$ cat src/rtl/mxt_pkg.sv
// Package: shared types for the strided complement-fill memory tester.
// Assumes: nothing beyond IEEE 1800-2017 enums.
package mxt_pkg;
    typedef enum logic [2:0] {
        ST_IDLE,
        ST_FILL,
        ST_COMP,
        ST_CHECK,
        ST_DRAIN,
        ST_DONE
    } mxt_state_e;
endpackage

$ cat src/rtl/mxt_addr_walker.sv
// Module: mxt_addr_walker
// Steps the address through 0..DEPTH-1, one address per step. It keeps a
// residue counter that wraps at STRIDE, so class membership needs no divider.
// Assumes: STRIDE >= 2. load_off is the offset of the pass that follows a wrap.
module mxt_addr_walker #(
    parameter int DEPTH  = 64,
    parameter int STRIDE = 20,
    localparam int ADDR_W = $clog2(DEPTH),
    localparam int OFF_W  = $clog2(STRIDE)
) (
    input  logic              clk,
    input  logic              rst_n,
    input  logic              clear,
    input  logic              step,
    input  logic              active,
    input  logic [OFF_W-1:0]  cur_off,
    input  logic [OFF_W-1:0]  load_off,
    output logic [ADDR_W-1:0] addr,
    output logic              member,
    output logic              last
);
    logic [OFF_W-1:0] res_q;
    logic [OFF_W-1:0] res_init;

    // Residue of address 0 for the next offset: (0 - off) mod STRIDE.
    always_comb begin
        res_init = (load_off == '0) ? '0 : (OFF_W'(STRIDE) - load_off);
    end

    // Address and residue counters.
    always_ff @(posedge clk) begin
        if (!rst_n || clear) begin
            addr  <= '0;
            res_q <= '0;
        end else if (step) begin
            if (last) begin
                addr  <= '0;
                res_q <= res_init;
            end else begin
                addr  <= addr + 1'b1;
                res_q <= (res_q == OFF_W'(STRIDE - 1)) ? '0 : res_q + 1'b1;
            end
        end
    end

    // Decodes class membership and the end of a pass.
    always_comb begin
        member = (res_q == '0);
        last   = (addr == ADDR_W'(DEPTH - 1));
    end

    // membership agrees with the arithmetic residue of the address.
    p_member_residue_r3: assert property (@(posedge clk) disable iff (!rst_n)
        active |-> (member == ((int'(addr) % STRIDE) == int'(cur_off))));
endmodule

$ cat src/rtl/mxt_pattern_gen.sv
// Module: mxt_pattern_gen
// Produces the current test pattern and moves to the next one on request.
// Mode 0 gives all-zeros and then all-ones. Mode 1 gives a one-hot bit that
// walks up from bit 0. The mode is captured on clear.
// Assumes: DATA_W >= 2.
module mxt_pattern_gen #(
    parameter int DATA_W = 8,
    localparam int PIDX_W = $clog2(DATA_W)
) (
    input  logic              clk,
    input  logic              rst_n,
    input  logic              clear,
    input  logic              mode_in,
    input  logic              advance,
    input  logic              active,
    output logic [DATA_W-1:0] pattern,
    output logic              last_pat
);
    logic              mode_q;
    logic [PIDX_W-1:0] idx_q;

    // Captures the mode and steps the pattern index.
    always_ff @(posedge clk) begin
        if (!rst_n) begin
            mode_q <= 1'b0;
            idx_q  <= '0;
        end else if (clear) begin
            mode_q <= mode_in;
            idx_q  <= '0;
        end else if (advance) begin
            idx_q <= idx_q + 1'b1;
        end
    end

    // Maps the index to a pattern value and flags the final pattern.
    always_comb begin
        if (mode_q) begin
            pattern  = DATA_W'(1) << idx_q;
            last_pat = (idx_q == PIDX_W'(DATA_W - 1));
        end else begin
            pattern  = {DATA_W{idx_q[0]}};
            last_pat = idx_q[0];
        end
    end

    // a walking pattern is one-hot.
    p_walk_onehot_r6: assert property (@(posedge clk) disable iff (!rst_n)
        (active && mode_q) |-> ($countones(pattern) == 1));
    // a solid pattern is uniform.
    p_solid_uniform_r6: assert property (@(posedge clk) disable iff (!rst_n)
        (active && !mode_q) |-> (pattern == '0 || pattern == '1));
endmodule

$ cat src/rtl/mxt_read_checker.sv
// Module: mxt_read_checker
// Keeps the address and expected value of each issued read. It compares the
// returned data one cycle later and holds the first mismatch and a sticky flag.
// Assumes: the memory returns read data exactly one cycle after the read.
module mxt_read_checker #(
    parameter int ADDR_W = 6,
    parameter int DATA_W = 8
) (
    input  logic              clk,
    input  logic              rst_n,
    input  logic              clear,
    input  logic              issue,
    input  logic [ADDR_W-1:0] issue_addr,
    input  logic [DATA_W-1:0] expect_val,
    input  logic [DATA_W-1:0] rdata,
    output logic              fail,
    output logic [ADDR_W-1:0] err_addr,
    output logic [DATA_W-1:0] err_data
);
    logic              pend_q;
    logic [ADDR_W-1:0] addr_q;
    logic [DATA_W-1:0] exp_q;
    logic              mism;

    // Holds the context of the read that is in flight.
    always_ff @(posedge clk) begin
        if (!rst_n || clear) begin
            pend_q <= 1'b0;
            addr_q <= '0;
            exp_q  <= '0;
        end else begin
            pend_q <= issue;
            if (issue) begin
                addr_q <= issue_addr;
                exp_q  <= expect_val;
            end
        end
    end

    // Compares the returned data against the expected value.
    always_comb begin
        mism = pend_q && (rdata != exp_q);
    end

    // Sticky flag and first-error record.
    always_ff @(posedge clk) begin
        if (!rst_n || clear) begin
            fail     <= 1'b0;
            err_addr <= '0;
            err_data <= '0;
        end else if (mism && !fail) begin
            fail     <= 1'b1;
            err_addr <= addr_q;
            err_data <= rdata;
        end
    end

    // the fail flag holds until cleared.
    p_fail_sticky_r7: assert property (@(posedge clk) disable iff (!rst_n)
        (fail && !clear) |=> fail);
    // the first error record is not overwritten.
    p_first_err_kept_r7: assert property (@(posedge clk) disable iff (!rst_n)
        (fail && !clear) |=> ($stable(err_addr) && $stable(err_data)));
endmodule

$ cat src/rtl/mxt_stride_tester.sv
// Module: mxt_stride_tester (top)
// Runs the strided memory test. For each pattern and each offset it runs a
// pattern pass, REPEAT complement passes and a check pass over the SRAM.
// Assumes: single-port SRAM with one-cycle read latency. REPEAT >= 1,
// STRIDE >= 2, DEPTH >= 2.
module mxt_stride_tester #(
    parameter int DEPTH  = 64,
    parameter int DATA_W = 8,
    parameter int STRIDE = 20,
    parameter int REPEAT = 2,
    localparam int ADDR_W = $clog2(DEPTH),
    localparam int OFF_W  = $clog2(STRIDE),
    localparam int REP_W  = $clog2(REPEAT + 1)
) (
    input  logic              clk,
    input  logic              rst_n,
    input  logic              start,
    input  logic              pat_mode,
    output logic              busy,
    output logic              done,
    output logic              fail,
    output logic [ADDR_W-1:0] err_addr,
    output logic [DATA_W-1:0] err_data,
    output logic              mem_en,
    output logic              mem_we,
    output logic [ADDR_W-1:0] mem_addr,
    output logic [DATA_W-1:0] mem_wdata,
    input  logic [DATA_W-1:0] mem_rdata
);
    import mxt_pkg::*;

    mxt_state_e        state_q, state_d;
    logic [OFF_W-1:0]  off_q, off_d;
    logic [REP_W-1:0]  rep_q, rep_d;
    logic              clear, step, pass_end, pat_adv;
    logic [ADDR_W-1:0] w_addr;
    logic              w_member, w_last;
    logic [DATA_W-1:0] pattern;
    logic              last_pat;

    // Pass activity and run-start decode.
    always_comb begin
        step     = (state_q == ST_FILL) || (state_q == ST_COMP) || (state_q == ST_CHECK);
        pass_end = step && w_last;
        clear    = start && ((state_q == ST_IDLE) || (state_q == ST_DONE));
    end

    // Next-state, offset and repeat sequencing.
    always_comb begin
        state_d = state_q;
        off_d   = off_q;
        rep_d   = rep_q;
        pat_adv = 1'b0;
        unique case (state_q)
            ST_IDLE, ST_DONE: begin
                if (clear) begin
                    state_d = ST_FILL;
                    off_d   = '0;
                    rep_d   = '0;
                end
            end
            ST_FILL: begin
                if (pass_end) begin
                    state_d = ST_COMP;
                    rep_d   = '0;
                end
            end
            ST_COMP: begin
                if (pass_end) begin
                    if (rep_q == REP_W'(REPEAT - 1)) begin
                        state_d = ST_CHECK;
                    end else begin
                        rep_d = rep_q + 1'b1;
                    end
                end
            end
            ST_CHECK: begin
                if (pass_end) begin
                    if (off_q == OFF_W'(STRIDE - 1)) begin
                        off_d = '0;
                        if (last_pat) begin
                            state_d = ST_DRAIN;
                        end else begin
                            pat_adv = 1'b1;
                            state_d = ST_FILL;
                        end
                    end else begin
                        off_d   = off_q + 1'b1;
                        state_d = ST_FILL;
                    end
                end
            end
            ST_DRAIN: state_d = ST_DONE;
            default:  state_d = ST_IDLE;
        endcase
    end

    // Sequencer registers.
    always_ff @(posedge clk) begin
        if (!rst_n) begin
            state_q <= ST_IDLE;
            off_q   <= '0;
            rep_q   <= '0;
        end else begin
            state_q <= state_d;
            off_q   <= off_d;
            rep_q   <= rep_d;
        end
    end

    mxt_addr_walker #(
        .DEPTH  (DEPTH),
        .STRIDE (STRIDE)
    ) u_walker (
        .clk      (clk),
        .rst_n    (rst_n),
        .clear    (clear),
        .step     (step),
        .active   (step),
        .cur_off  (off_q),
        .load_off (off_d),
        .addr     (w_addr),
        .member   (w_member),
        .last     (w_last)
    );

    mxt_pattern_gen #(
        .DATA_W (DATA_W)
    ) u_patgen (
        .clk      (clk),
        .rst_n    (rst_n),
        .clear    (clear),
        .mode_in  (pat_mode),
        .advance  (pat_adv),
        .active   (step),
        .pattern  (pattern),
        .last_pat (last_pat)
    );

    // Memory port drive for the current pass.
    always_comb begin
        mem_addr  = w_addr;
        mem_we    = (state_q == ST_FILL) || (state_q == ST_COMP);
        mem_en    = ((state_q == ST_FILL)  &&  w_member) ||
                    ((state_q == ST_COMP)  && !w_member) ||
                    ((state_q == ST_CHECK) &&  w_member);
        mem_wdata = (state_q == ST_COMP) ? ~pattern : pattern;
    end

    mxt_read_checker #(
        .ADDR_W (ADDR_W),
        .DATA_W (DATA_W)
    ) u_check (
        .clk        (clk),
        .rst_n      (rst_n),
        .clear      (clear),
        .issue      ((state_q == ST_CHECK) && w_member),
        .issue_addr (w_addr),
        .expect_val (pattern),
        .rdata      (mem_rdata),
        .fail       (fail),
        .err_addr   (err_addr),
        .err_data   (err_data)
    );

    // Status outputs.
    always_comb begin
        busy = (state_q != ST_IDLE) && (state_q != ST_DONE);
        done = (state_q == ST_DONE);
    end

    // no memory access outside a run.
    p_idle_quiet_r1: assert property (@(posedge clk) disable iff (!rst_n)
        !busy |-> !mem_en);
    // reads occur only in a check pass.
    p_read_in_check_r5: assert property (@(posedge clk) disable iff (!rst_n)
        (mem_en && !mem_we) |-> (state_q == ST_CHECK));
    // done and busy are exclusive.
    p_done_excl_r8: assert property (@(posedge clk) disable iff (!rst_n)
        done |-> !busy);
    // a start during a pass does not end the run.
    p_start_ignored_r9: assert property (@(posedge clk) disable iff (!rst_n)
        (step && start) |=> busy);
endmodule

$ cat config.mk
export PLATFORM = sky130hd
export DESIGN_NAME = mxt_stride_tester
export DESIGN_NICKNAME = d
export VERILOG_FILES = /design/src/rtl/mxt_pkg.sv /design/src/rtl/mxt_addr_walker.sv /design/src/rtl/mxt_pattern_gen.sv /design/src/rtl/mxt_read_checker.sv /design/src/rtl/mxt_stride_tester.sv
export SDC_FILE = /design/constraint.sdc
export NUM_CORES = 1
export LEC_CHECK = 0
export ABC_AREA = 1
export BUFFER_PORTS_ARGS = -buffer_cell sky130_fd_sc_hd__buf_4
export CORE_MARGIN = 10
export CORE_UTILIZATION = 51
export DETAILED_ROUTE_END_ITERATION = 8
export GPL_TIMING_DRIVEN = 1
export PLACE_DENSITY = 0.79
export RECOVER_POWER = 25
export SYNTH_ARGS = -nofsm -noshare
export SYNTH_HDL_FRONTEND = slang
export SYNTH_SLANG_ARGS = --single-unit
$ cat constraint.sdc
create_clock -name clk -period 1.8 [get_ports clk]
set_input_delay 0.09 -clock clk [delete_from_list [all_inputs] [get_ports clk]]
set_output_delay 0.09 -clock clk [all_outputs]
set_load 0.02 [all_outputs]
## Word-level counts from Yosys, hierarchy flattened

Cells that the tools add are included.

- Flip-flop bits (word level): 55
- Bits of input ports: 12
- Logic and storage cells: 94

- Add/sub/neg operators: 6
- Equal/unequal tests: 18
- Shift operators: 1
- Mux-type cells: 28
- Bitwise operators: 2
- Reduce and logical (&&, ||, !) cells: 26

Operators with widths:

| operator | number |
|---|---|
| 5-bit 2-to-1 mux | 6 |
| 3-bit 2-to-1 mux | 7 |
| 8-bit 2-to-1 mux | 2 |
| 3-bit case mux with 5 select lines | 1 |
| 5-bit by 1-bit adder with 5-bit output (second input constant) | 2 |
| 5-bit equality test (second input constant) | 2 |
| 5-bit logical NOT | 2 |
| 5-bit case mux with 2 select lines | 1 |
| 5-bit AND reduction | 2 |
| 3-bit equality test (second input constant) | 3 |
| 1-bit logical AND | 8 |
| 2-bit 2-to-1 mux | 4 |
| 2-bit inequality test (second input constant) | 4 |
| 8-bit inequality test | 1 |
| 8-bit inverter | 1 |
| 1-bit by 3-bit << shifter with 8-bit output (first input constant) | 1 |
| 6-bit by 1-bit adder with 6-bit output (second input constant) | 1 |
| 3-bit by 2-bit equality test with 1-bit output (second input constant) | 2 |
| 6-bit equality test (second input constant) | 1 |
| 1-bit logical OR | 6 |
| 6-bit 2-to-1 mux | 1 |
| 2-bit case mux with 3 select lines | 1 |
| 3-bit nonzero test | 2 |
| 1-bit 2-to-1 mux | 5 |
| 11 further kinds | 15 |

## Depth between registers and ports, before layout

Gate-level depths: netlist (run 1).

- Depth in word-level cells: 9
- Depth in mapped cells: 18
- Mapped depth without buffers: 18

## Cells and area by module

From an unflattened synthesis (run 1), not the netlist that was laid out.

- Cell total of the unflattened synthesis: 500
- Area total of the unflattened synthesis: 3348.2 µm²

By module, submodules not included:

| module | instances | cells an instance | area an instance (µm²) | sequential area each (µm²) |
|---|---|---|---|---|
| mxt_read_checker | 1 | 179 | 1308.8 | 600.6 |
| mxt_stride_tester | 1 | 149 | 918.4 | 200.2 |
| mxt_addr_walker | 1 | 124 | 790.8 | 220.2 |
| mxt_pattern_gen | 1 | 48 | 330.3 | 80.1 |

## Worst setup path after synthesis (run 1)

Ideal clock, no wire load.

- Path kind: flip-flop to flip-flop
- Start: register u_walker.addr[1]
- End: register u_walker.res_q[4]
- Arrival: 1974 ps
- Required time: 1683 ps
- Path slack: -291 ps
- Cell stages (with the launch flop): 18
- Path buffers: 0
- Clock period less this slack: 2091 ps
- Cells stage by stage: dfxtp_1 > ha_1 > nand2_1 > inv_1 > nand2_1 > nor2_4 > nand2_1 > nand3_1 > nand2_1 > inv_2 > ha_1 > inv_1 > nor2_1 > nand2_1 > nand2_1 > nor2_1 > nor2_1 > nor2_1

- Word-level cells in the longest chain between the ends: 7

RTL lines:

| element | line | source |
|---|---|---|
| start: declaration | mxt_addr_walker.sv:18 | `output logic [ADDR_W-1:0] addr,` |
| start signal: assignment | mxt_addr_walker.sv:40 | `addr <= addr + 1'b1;` |
| 6-bit equality test (*) | mxt_addr_walker.sv:49 | `last = (addr == ADDR_W'(DEPTH - 1));` |
| 1-bit logical AND | mxt_stride_tester.sv:44 | `pass_end = step && w_last;` |
| 5-bit 2-to-1 mux | mxt_stride_tester.sv:78 | `if (pass_end) begin` |
| 5-bit case mux with 2 select lines | mxt_stride_tester.sv:54 | `unique case (state_q)` |
| 5-bit subtractor / 5-bit logical NOT (equally long branches) | mxt_addr_walker.sv:27 | `res_init = (load_off == '0) ? '0 : (OFF_W'(STRIDE) - load_off);` |
| 5-bit 2-to-1 mux | mxt_addr_walker.sv:27 |  |
| 5-bit 2-to-1 mux (*) | mxt_addr_walker.sv:36 | `if (last) begin` |
| end signal: assignment | mxt_addr_walker.sv:38 | `res_q <= res_init;` |
| end signal: assignment | mxt_addr_walker.sv:41 | `res_q <= (res_q == OFF_W'(STRIDE - 1)) ? '0 : res_q + 1'b1;` |
| end: declaration | mxt_addr_walker.sv:22 | `logic [OFF_W-1:0] res_q;` |

Mark *: on every way between the ends. The rest lies on a longest branch, timed or not.
A chain may end at the register's enable or synchronous reset.

## Final worst setup path (run 1)

- Start: register state_q[1]
- End: register u_walker.res_q[2]

- Word-level cells in the longest chain between the ends: 9

RTL lines:

| element | line | source |
|---|---|---|
| start: declaration | mxt_stride_tester.sv:32 | `mxt_state_e state_q, state_d;` |
| start signal: assignment | mxt_stride_tester.sv:105 | `state_q <= state_d;` |
| 3-bit by 1-bit equality test with 1-bit output / 3-bit by 2-bit equality test with 1-bit output (equally long branches) | mxt_stride_tester.sv:43 | `step = (state_q == ST_FILL) \|\| (state_q == ST_COMP) \|\| (state_q == ST_CHECK);` |
| 1-bit logical OR (2 in series) | mxt_stride_tester.sv:43 |  |
| 1-bit logical AND | mxt_stride_tester.sv:44 |  |
| 5-bit 2-to-1 mux | mxt_stride_tester.sv:78 |  |
| 5-bit case mux with 2 select lines | mxt_stride_tester.sv:54 |  |
| 5-bit subtractor / 5-bit logical NOT (equally long branches) | mxt_addr_walker.sv:27 |  |
| 5-bit 2-to-1 mux | mxt_addr_walker.sv:27 |  |
| 5-bit 2-to-1 mux | mxt_addr_walker.sv:36 |  |

Parallel ways exist; a longest one is shown, timed or not.

==> results of run 1 <==
[cells in the final DEF, fill, tap and decap left out, drive strengths merged, types with 4 or more instances in the layout]
cell type	count
ha	12
a21oi	38
buf	74
nand2	76
clkbuf	22
inv	40
dfxtp	55
nand3	22
nor3	4
nand4	19
xor2	20
a211oi	8
nor2	49
o21ai	29
[worst paths after layout]
kind / from / to / slack [ns]
worst max-delay path: state_q[1] / u_walker.res_q[2] / -0.11
worst min-delay path: pat_mode / u_patgen.mode_q / 0.009
worst max register to register: state_q[1] / u_walker.res_q[2] / -0.11
worst min register to register: u_check.err_data[5] / u_check.err_data[5] / 0.47
[power breakdown]
| group | total (mW) | switching, mW | internal [mW] | leakage, nW |
|---|---|---|---|---|
| clock network | 0.777 | 0.412 | 0.365 | 0.0540 |
| logic | 1.53 | 0.934 | 0.595 | 1.19 |
| registers | 1.45 | 0.115 | 1.33 | 0.449 |
[repair_timing]
action | 4_1_cts | 5_1_grt
buffers inserted | 2 | 10
resized for setup | 7 | 35
pin swaps | 7 | 19
endpoints found under the setup margin | 5 | 17
hold endpoints to repair | 0 | 0
cloned | 0 | 1
[state kept, by name, indices dropped and copies added, names as in the netlist, 2 cells and up]
register,cells
u_check.err_data,8
u_walker.addr,6
state_q,3
u_check.err_addr,6
rep_q,2
u_patgen.idx_q,3
u_walker.res_q,5
u_check.addr_q,6
off_q,5
u_check.exp_q,8
[critical path: stages, from the launching register on]
cell and delay [ns]:
dfxtp_1 0.40, inv_1 0.14, nand3_4 0.12, nor2_4 0.05
nor2_4 0.14, nand2_1 0.12, nand2_2 0.11, inv_2 0.05
ha_4 0.16, inv_4 0.06, nor2_2 0.03, nand2_1 0.09
buf_6 0.14, nand3_2 0.08, a21oi_2 0.15
[synthesized netlist by cell type]
cell and instances:
nand3b_1 2, xnor2_1 1, nand4_1 19, o21ai_0 27
ha_1 12, or2_2 2, o21ai_2 2, o2111a_1 1
inv_1 34, nand3_2 1, o211ai_2 1, inv_2 5
nor3_1 4, nand3_4 1, nand2_4 4, clkinv_1 2
buf_2 6, nor2_2 3, clkbuf_1 4, nand2_1 67
xor2_1 20, nand2_2 5, nor2_4 6, nor2_1 40
nor4_1 2, a211oi_1 8, o32ai_1 1, a21oi_1 38
dfxtp_1 55, nand3_1 20
[area by class of cell]
type	count	share of cell area, %
repair buffers	89	16.0
clock inverters	1	0.225
well taps	72	2.31
clock buffers	7	2.50
inverters	41	4.11
repair inverters	1	0.128
flip-flops and latches	55	28.7
multi-input cells	287	46.0
[routing by layer]
metal | share of wire (%) | vias to the layer above
met3 | 5.2 | 17
met1 | 42 | 1322
met4 | 2.3 | 0
li1 | - | 1490
met2 | 50 | 62
met5 | 0 | -
[cell families (layout without fill, tap and decap cells)]
kind of cell | count (synthesis) | count (layout) | synth area share, %
buffers and inverters | 51 | 139 | 6.77
xor gates and xnor gates | 21 | 21 | 6.26
adders and majority gates | 12 | 12 | 5.11
and+or+nand+nor | 176 | 176 | 29.6
DFF | 55 | 55 | 37.4
AOI/OAI and AO/OA | 78 | 78 | 14.8
==> summary.md, run 1 <==
| Metric | Value |
|---|---|
| Die area | 9200 um2 |
| Max Cap Viol | 0 |
| Final Cycle Share | 106% |
| Worst-Skew Late Latency | ~0.31 ns |
| Share of cells above drive strength 1 | around a third |
| Buffers on Ports | 44 |
| TritonRoute pass-1 iters | 4 |
| Root Driver | clkbuf_8 |
| Core ar. | approximately 5500 um2 |
| Design area | approximately 3900 um2 |
| Vias | ~2900 |
| Pin count of the biggest net entering global routing | 18 |
| M3 GR Usage | 3.97% |
| Ranking of synthesized cells by area | dfxtp_1 (37%), nand2_1 (8.6%), a21oi_1 (6.5%) |
| Final Power | between 3 and 4 mW |
| Failing checks | setup timing |
| Ports | 45 |
| Residual DRC | 0 |
| Reg area | roughly 1100 um2 |
| Final ANT Viol Nets | 0 |
| Met2 Use GR | 28.7% |
| Worst Hold Depth | 3 |
| Starting Density | 53.1% |
| CP Max Fanout | 4 |
| Setup TNS | -0.256 ns |
| Post-Syn Area | 2940 um2 |
| Outcome | finished with violations |
| Share of the synthesized area in the top cell type | ~37% |
| Worst Skew | 0.0133 ns |
| Slew margin rel. | 67.4% |
| Die W | roughly 96 um |
| Worst path arrival time | between 2 and 2.5 ns |
| YS warnings | 0 |
| DR iter-0 viols | between 100 and 150 |
| Wire per inst | 14.1 um |
| Num CTS Buffers | 5 |
| Multi-input logic area | between 1500 and 2000 um2 |
| H-tree Lvls | 2 |
| Final Wtd Congestion | about 0.93 |
| RSZ-0062 raised after global routing | yes |
| Area leader, netlist | dfxtp_1 |
| Sinks on Clock Net | 55 |
| CP startpoint kind | flop |
| Area after DPL | about 3600 um2 |
| Avg Cell Area, Syn | roughly 7.5 um2 |
| Final WS setup | -0.107 ns |
| Vias in the first global route | between 2000 and 3000 |
| Final Hold Viols | 0 |
| Kind of critical path | reg2reg |
| Hold Slack | about 0.0093 ns |
| Post-layout util | around 70% |
| Vias/cell | around 5.2 |
| Pwr per Cell Area | 963 nW/um2 |
| Final min period | approximately 1.9 ns |
| Fill cells | around 440 |
| DP HPWL | between 5000 and 6000 um |
| Final setup fails | 4 |
| Longest Clk Path Bufs | 2 |
| # diodes | 0 |
| NumNets Final | just over 500 |
| Worst path required time | between 2 and 2.5 ns |
| Net count after synthesis | between 400 and 500 |
| Peak Freq | about 520 MHz |
| Total gr overflow | 0 |
| Final std cells w/o fill | about 550 |
| Cells on worst reg2reg path | 14 |
| Hold-fix buffers, CTS | 0 |
| Worst Max-Slew Pin Slew | 0.488 ns |
| CP endpoint kind | flop |
| Antenna violations before repair | 0 |
| CTS tree | built |
| Worst vdd ir | a little over 800 uV |
| Syn-to-layout area delta | 32.5% |
| Placed insts | roughly 530 |
| Post-Route WL | ~8000 um |
| Pleak | 1.70 nW |
| First-pass GRT wire length | between 10000 and 15000 um |
| Dpl ws | -0.0423 ns |
| Most Crowded Layer GR | met2 |
| Post-synthesis sequential area ratio | a little under two fifths |
| GR Util met1 | between 10% and 20% |
| Total global-route track usage | approximately 16% |
| Synth Register Bits | 55 |
| Synth Instances | about 390 |
| Final count of pins violating max slew | 0 |
| Vert. Die Dim | between 90 and 100 um |
| Hold Crit Class | in2reg |
| Clock Pin Slew Worst Setup and Hold Paths | around 0.11 ns |
| # rows | 27 |
| Yosys cell types | 30 |
(Power assumes the default switching activity.)
==> inputs of run 2 (changes only) <==
--- a/config.mk
+++ b/config.mk
@@ -6,7 +6,7 @@
 export NUM_CORES = 1
 export LEC_CHECK = 0
 export ABC_AREA = 1
-export BUFFER_PORTS_ARGS = -buffer_cell sky130_fd_sc_hd__buf_4
+export BUFFER_PORTS_ARGS = -buffer_cell sky130_fd_sc_hd__buf_2
 export CORE_MARGIN = 10
 export CORE_UTILIZATION = 51
 export DETAILED_ROUTE_END_ITERATION = 8
==> summary.md, run 2 (same netlist as run 1, synthesis figures left out) <==
| Metric | Value |
|---|---|
| Outcome | finished with violations (unchanged) |
| Failing checks | setup timing (unchanged) |
| Cells on worst reg2reg path | 17 (was 14) |
| Syn-to-layout area delta | 32.3% (was 32.5%) |
| Worst vdd ir | 567 uV (was 821 uV) |
| Final setup fails | 3 (was 4) |
| R2R Setup Slk | -0.09 ns (was -0.11 ns) |
| Num CTS Buffers | 5 (unchanged) |
| Wire per inst | 14.5 um (was 14.1 um) |
| Die area | 9200 um2 (unchanged) |
| WL met2 | 4220 um (was 3930 um) |
| Vias in the first global route | 2781 (was 2665) |
| Vert. Die Dim | 95.9 um (unchanged) |
| DP HPWL | 5770 um (was 5750 um) |
| Final ANT Viol Nets | 0 (unchanged) |
| Worst path required time | 2.01 ns (was 2.04 ns) |
| Most frequent cells in the layout | nand2_1 (57), buf_4 (56), dfxtp_1 (45), nor2_1 (34), a21oi_1 (33) (was buf_4 (71), nand2_1 (58), dfxtp_1 (47), nor2_1 (36), a21oi_1 (34)) |
| Worst-Skew Late Latency | 0.32 ns (was 0.31 ns) |
| Post-Route WL | 8070 um (was 7820 um) |
| Critical path's top delay family | simple AND/OR/NAND/NOR gates (unchanged) |
| Pleak | 1.72 nW (was 1.70 nW) |
| Starting Density | 53.1% (unchanged) |
| Sinks on Clock Net | 55 (unchanged) |
| First-pass GRT wire length | 12200 um (was 12000 um) |
| Final Wtd Congestion | 0.882 (was 0.926) |
| Residual DRC | 0 (unchanged) |
| CP startpoint kind | flop (unchanged) |
| Largest registers | u_check.err_data: 8 flops, u_check.exp_q: 8 flops (unchanged) |
| Max layer used | met4 (unchanged) |
| Buffers on Ports | 44 (unchanged) |
| # diodes | 0 (unchanged) |
| H-tree Lvls | 2 (unchanged) |
| RSZ-0062 raised after global routing | yes (unchanged) |
| Flop pwr share | 37.9% (was 38.5%) |
| # rows | 27 (unchanged) |
| Worst Max-Slew Pin Slew | 0.464 ns (was 0.488 ns) |
| Max incr delay on CP | 0.37 ns (was 0.40 ns) |
| Longest Clk Path Bufs | 2 (unchanged) |
| Critical-path top delay cell | dfxtp_4 (was dfxtp_1) |
| Worst hold endpoint | u_patgen.mode_q (unchanged) |
| Design area | 3890 um2 (was 3900 um2) |
| Bufs and invs on worst path | 2 (was 4) |
| Vias | 2989 (was 2891) |
| Metal3 WL | 473 um (was 409 um) |
| Hold_sp | pat_mode (unchanged) |
| Commonest non-fill, non-tap cell in the layout | nand2_1 (was buf_4) |
| Core ar. | 5540 um2 (unchanged) |
| Root Driver | clkbuf_8 (unchanged) |
| Placed insts | 532 (unchanged) |
| Sw power | 1.55 mW (was 1.46 mW) |
| Final Cycle Share | 105% (was 106%) |
| CTS tree | built (unchanged) |
| CP Max Fanout | 4 (unchanged) |
| Final count of pins violating max slew | 0 (unchanged) |
| Metal-1 WL | 3250 um (was 3300 um) |
| Internal Power | 2.27 mW (was 2.29 mW) |
| Die W | 95.9 um (unchanged) |
| Clock Pin Slew Worst Setup and Hold Paths | 0.10 ns (was 0.11 ns) |
| CP endpoint kind | flop (unchanged) |
| NumNets Final | 509 (was 504) |
| Vias/cell | 5.36 (was 5.23) |
| Peak Freq | 529 MHz (was 524 MHz) |
| Share of cells above drive strength 1 | 34.0% (was 31.6%) |
| Total gr overflow | 0 (unchanged) |
| Clock network fraction of design power | 19.3% (was 20.7%) |
| Max Cap Viol | 0 (unchanged) |
| Final min period | 1.89 ns (was 1.91 ns) |
| CP cell instances | ha_4 > nand2_4 > inv_2 > nand2_4 > nor2_4 > nor2_2 > nor2_2 > nor2_4 > ha_4 > inv_4 > nand2_4 > nand2_2 > nand2_2 > nand2_2 > nor2_2 > nor2_1 > nor2_1 (was inv_1 > nand3_4 > nor2_4 > nor2_4 > nand2_1 > nand2_2 > inv_2 > ha_4 > inv_4 > nor2_2 > nand2_1 > buf_6 > nand3_2 > a21oi_2) |
| Worst Skew | 0.00611 ns (was 0.0133 ns) |
| Final std cells w/o fill | 558 (was 553) |
| Hold-fix buffers, CTS | 0 (unchanged) |
| Area after DPL | 3510 um2 (was 3620 um2) |
| Ports | 45 (unchanged) |
| Worst R2R End | u_walker.res_q[4] (was u_walker.res_q[2]) |
| Combinational share of power | 42.8% (was 40.8%) |
| Pwr per Cell Area | 980 nW/um2 (was 963 nW/um2) |
| Slew margin rel. | 69.0% (was 67.4%) |
| Switching share of power | 40.6% (was 38.9%) |
| Pin count of the biggest net entering global routing | 29 (was 18) |
| TritonRoute pass-1 iters | 4 (unchanged) |
| Final WS setup | -0.0894 ns (was -0.107 ns) |
| Kind of critical path | reg2reg (unchanged) |
| Worst Hold Depth | 3 (unchanged) |
| R2R Path Start | u_walker.addr[1] (was state_q[1]) |
| Hold Crit Class | in2reg (unchanged) |
| DR iter-0 viols | 193 (was 122) |
| Total global-route track usage | 16.1% (was 15.9%) |
| Antenna violations before repair | 0 (unchanged) |
| Final Hold Viols | 0 (unchanged) |
| Worst path arrival time | 2.10 ns (was 2.15 ns) |
==> run 2: changes by cell type in the layout (fill, tap and decap cells not counted), moves of 3 or more <==
cell     previous run  this run
o21ai_2             2         7
buf_2               0        20
buf_6               3         0
o21ai_0            23        19
inv_4               1         4
buf_4              71        56
==> run 2: cell type report <==
class                           count  area [um2]
Inverter                           41         165
Multi-Input combinational cell    287        1810
Fill cell                         435        1650
Sequential cell                    55        1130
Clock buffer                        5        68.8
Clock inverter                      3        26.3
Tap cell                           72        90.1
Timing Repair Buffer               94         599
Timing Repair inverter              1        5.00
==> run 2: power by group through the flow <==
stage               clock, mW  combinational [mW]  sequential (mW)
floorplan                   0               0.914             1.46
global placement            0                1.37             1.46
detailed placement          0                1.39             1.46
CTS                     0.736                1.42             1.44
global route            0.790                1.77             1.46
finish                  0.734                1.63             1.45
==> run 2: worst max path at each step <==
| stage | from | end | slack [ns] | cells past startpoint |
|---|---|---|---|---|
| 6_report | u_walker.addr[1] | u_walker.res_q[4] | -0.09 | 17 |
| 5_1_grt | u_walker.addr[1] | u_walker.res_q[4] | -0.21 | 18 |
| 4_1_cts | u_walker.addr[0] | u_walker.res_q[4] | -0.07 | 15 |
| 3_5_place_dp | state_q[2] | u_check.addr_q[5] | -0.12 | 7 |
| 3_3_place_gp | u_walker.addr[1] | u_walker.res_q[4] | -0.07 | 17 |
| 2_1_floorplan | u_walker.addr[1] | u_walker.res_q[4] | -0.02 | 17 |
==> run 2: timing repair <==
item | 4_1_cts | 5_1_grt
cloned | 0 | 1
setup endpoints to repair | 38 | 25
pin swaps | 6 | 19
gates resized for setup | 7 | 59
buffers inserted | 3 | 14
==> run 2: metal layers <==
metal	vias to the layer above	global-route usage (%)
met5	-	0
met4	0	6.88
met3	12	2.65
met2	78	29.1
met1	1400	18.4
li1	1499	-
==> run 2: worst reg2reg max path: stages (launching register included) <==
cell and delay [ns]:
dfxtp_4 0.37, ha_4 0.15, nand2_4 0.07, inv_2 0.08, nand2_4 0.06, nor2_4 0.19
nor2_2 0.06, nor2_2 0.14, nor2_4 0.06, ha_4 0.18, inv_4 0.06, nand2_4 0.05
nand2_2 0.06, nand2_2 0.05, nand2_2 0.06, nor2_2 0.04, nor2_1 0.07, nor2_1 0.04
==> run 2: per-stage QoR <==
| step | hold slack (ns) | power [mW] | worst slack, ns | TNS (ns) | utilization [%] |
|---|---|---|---|---|---|
| after floorplan | 0.226 | 2.38 | -0.0183 | -0.0183 | - |
| after global placement | 0.329 | 2.83 | -0.0708 | -0.213 | 63.3 |
| after detailed placement | 0.330 | 2.86 | -0.123 | -0.704 | 63.3 |
| after CTS | 0.00273 | 3.60 | -0.0725 | -0.0725 | 65.7 |
| after global routing | 0.0352 | 4.02 | -0.208 | -0.958 | 70.2 |
| final | 0.000677 | 3.81 | -0.0894 | -0.119 | 70.2 |
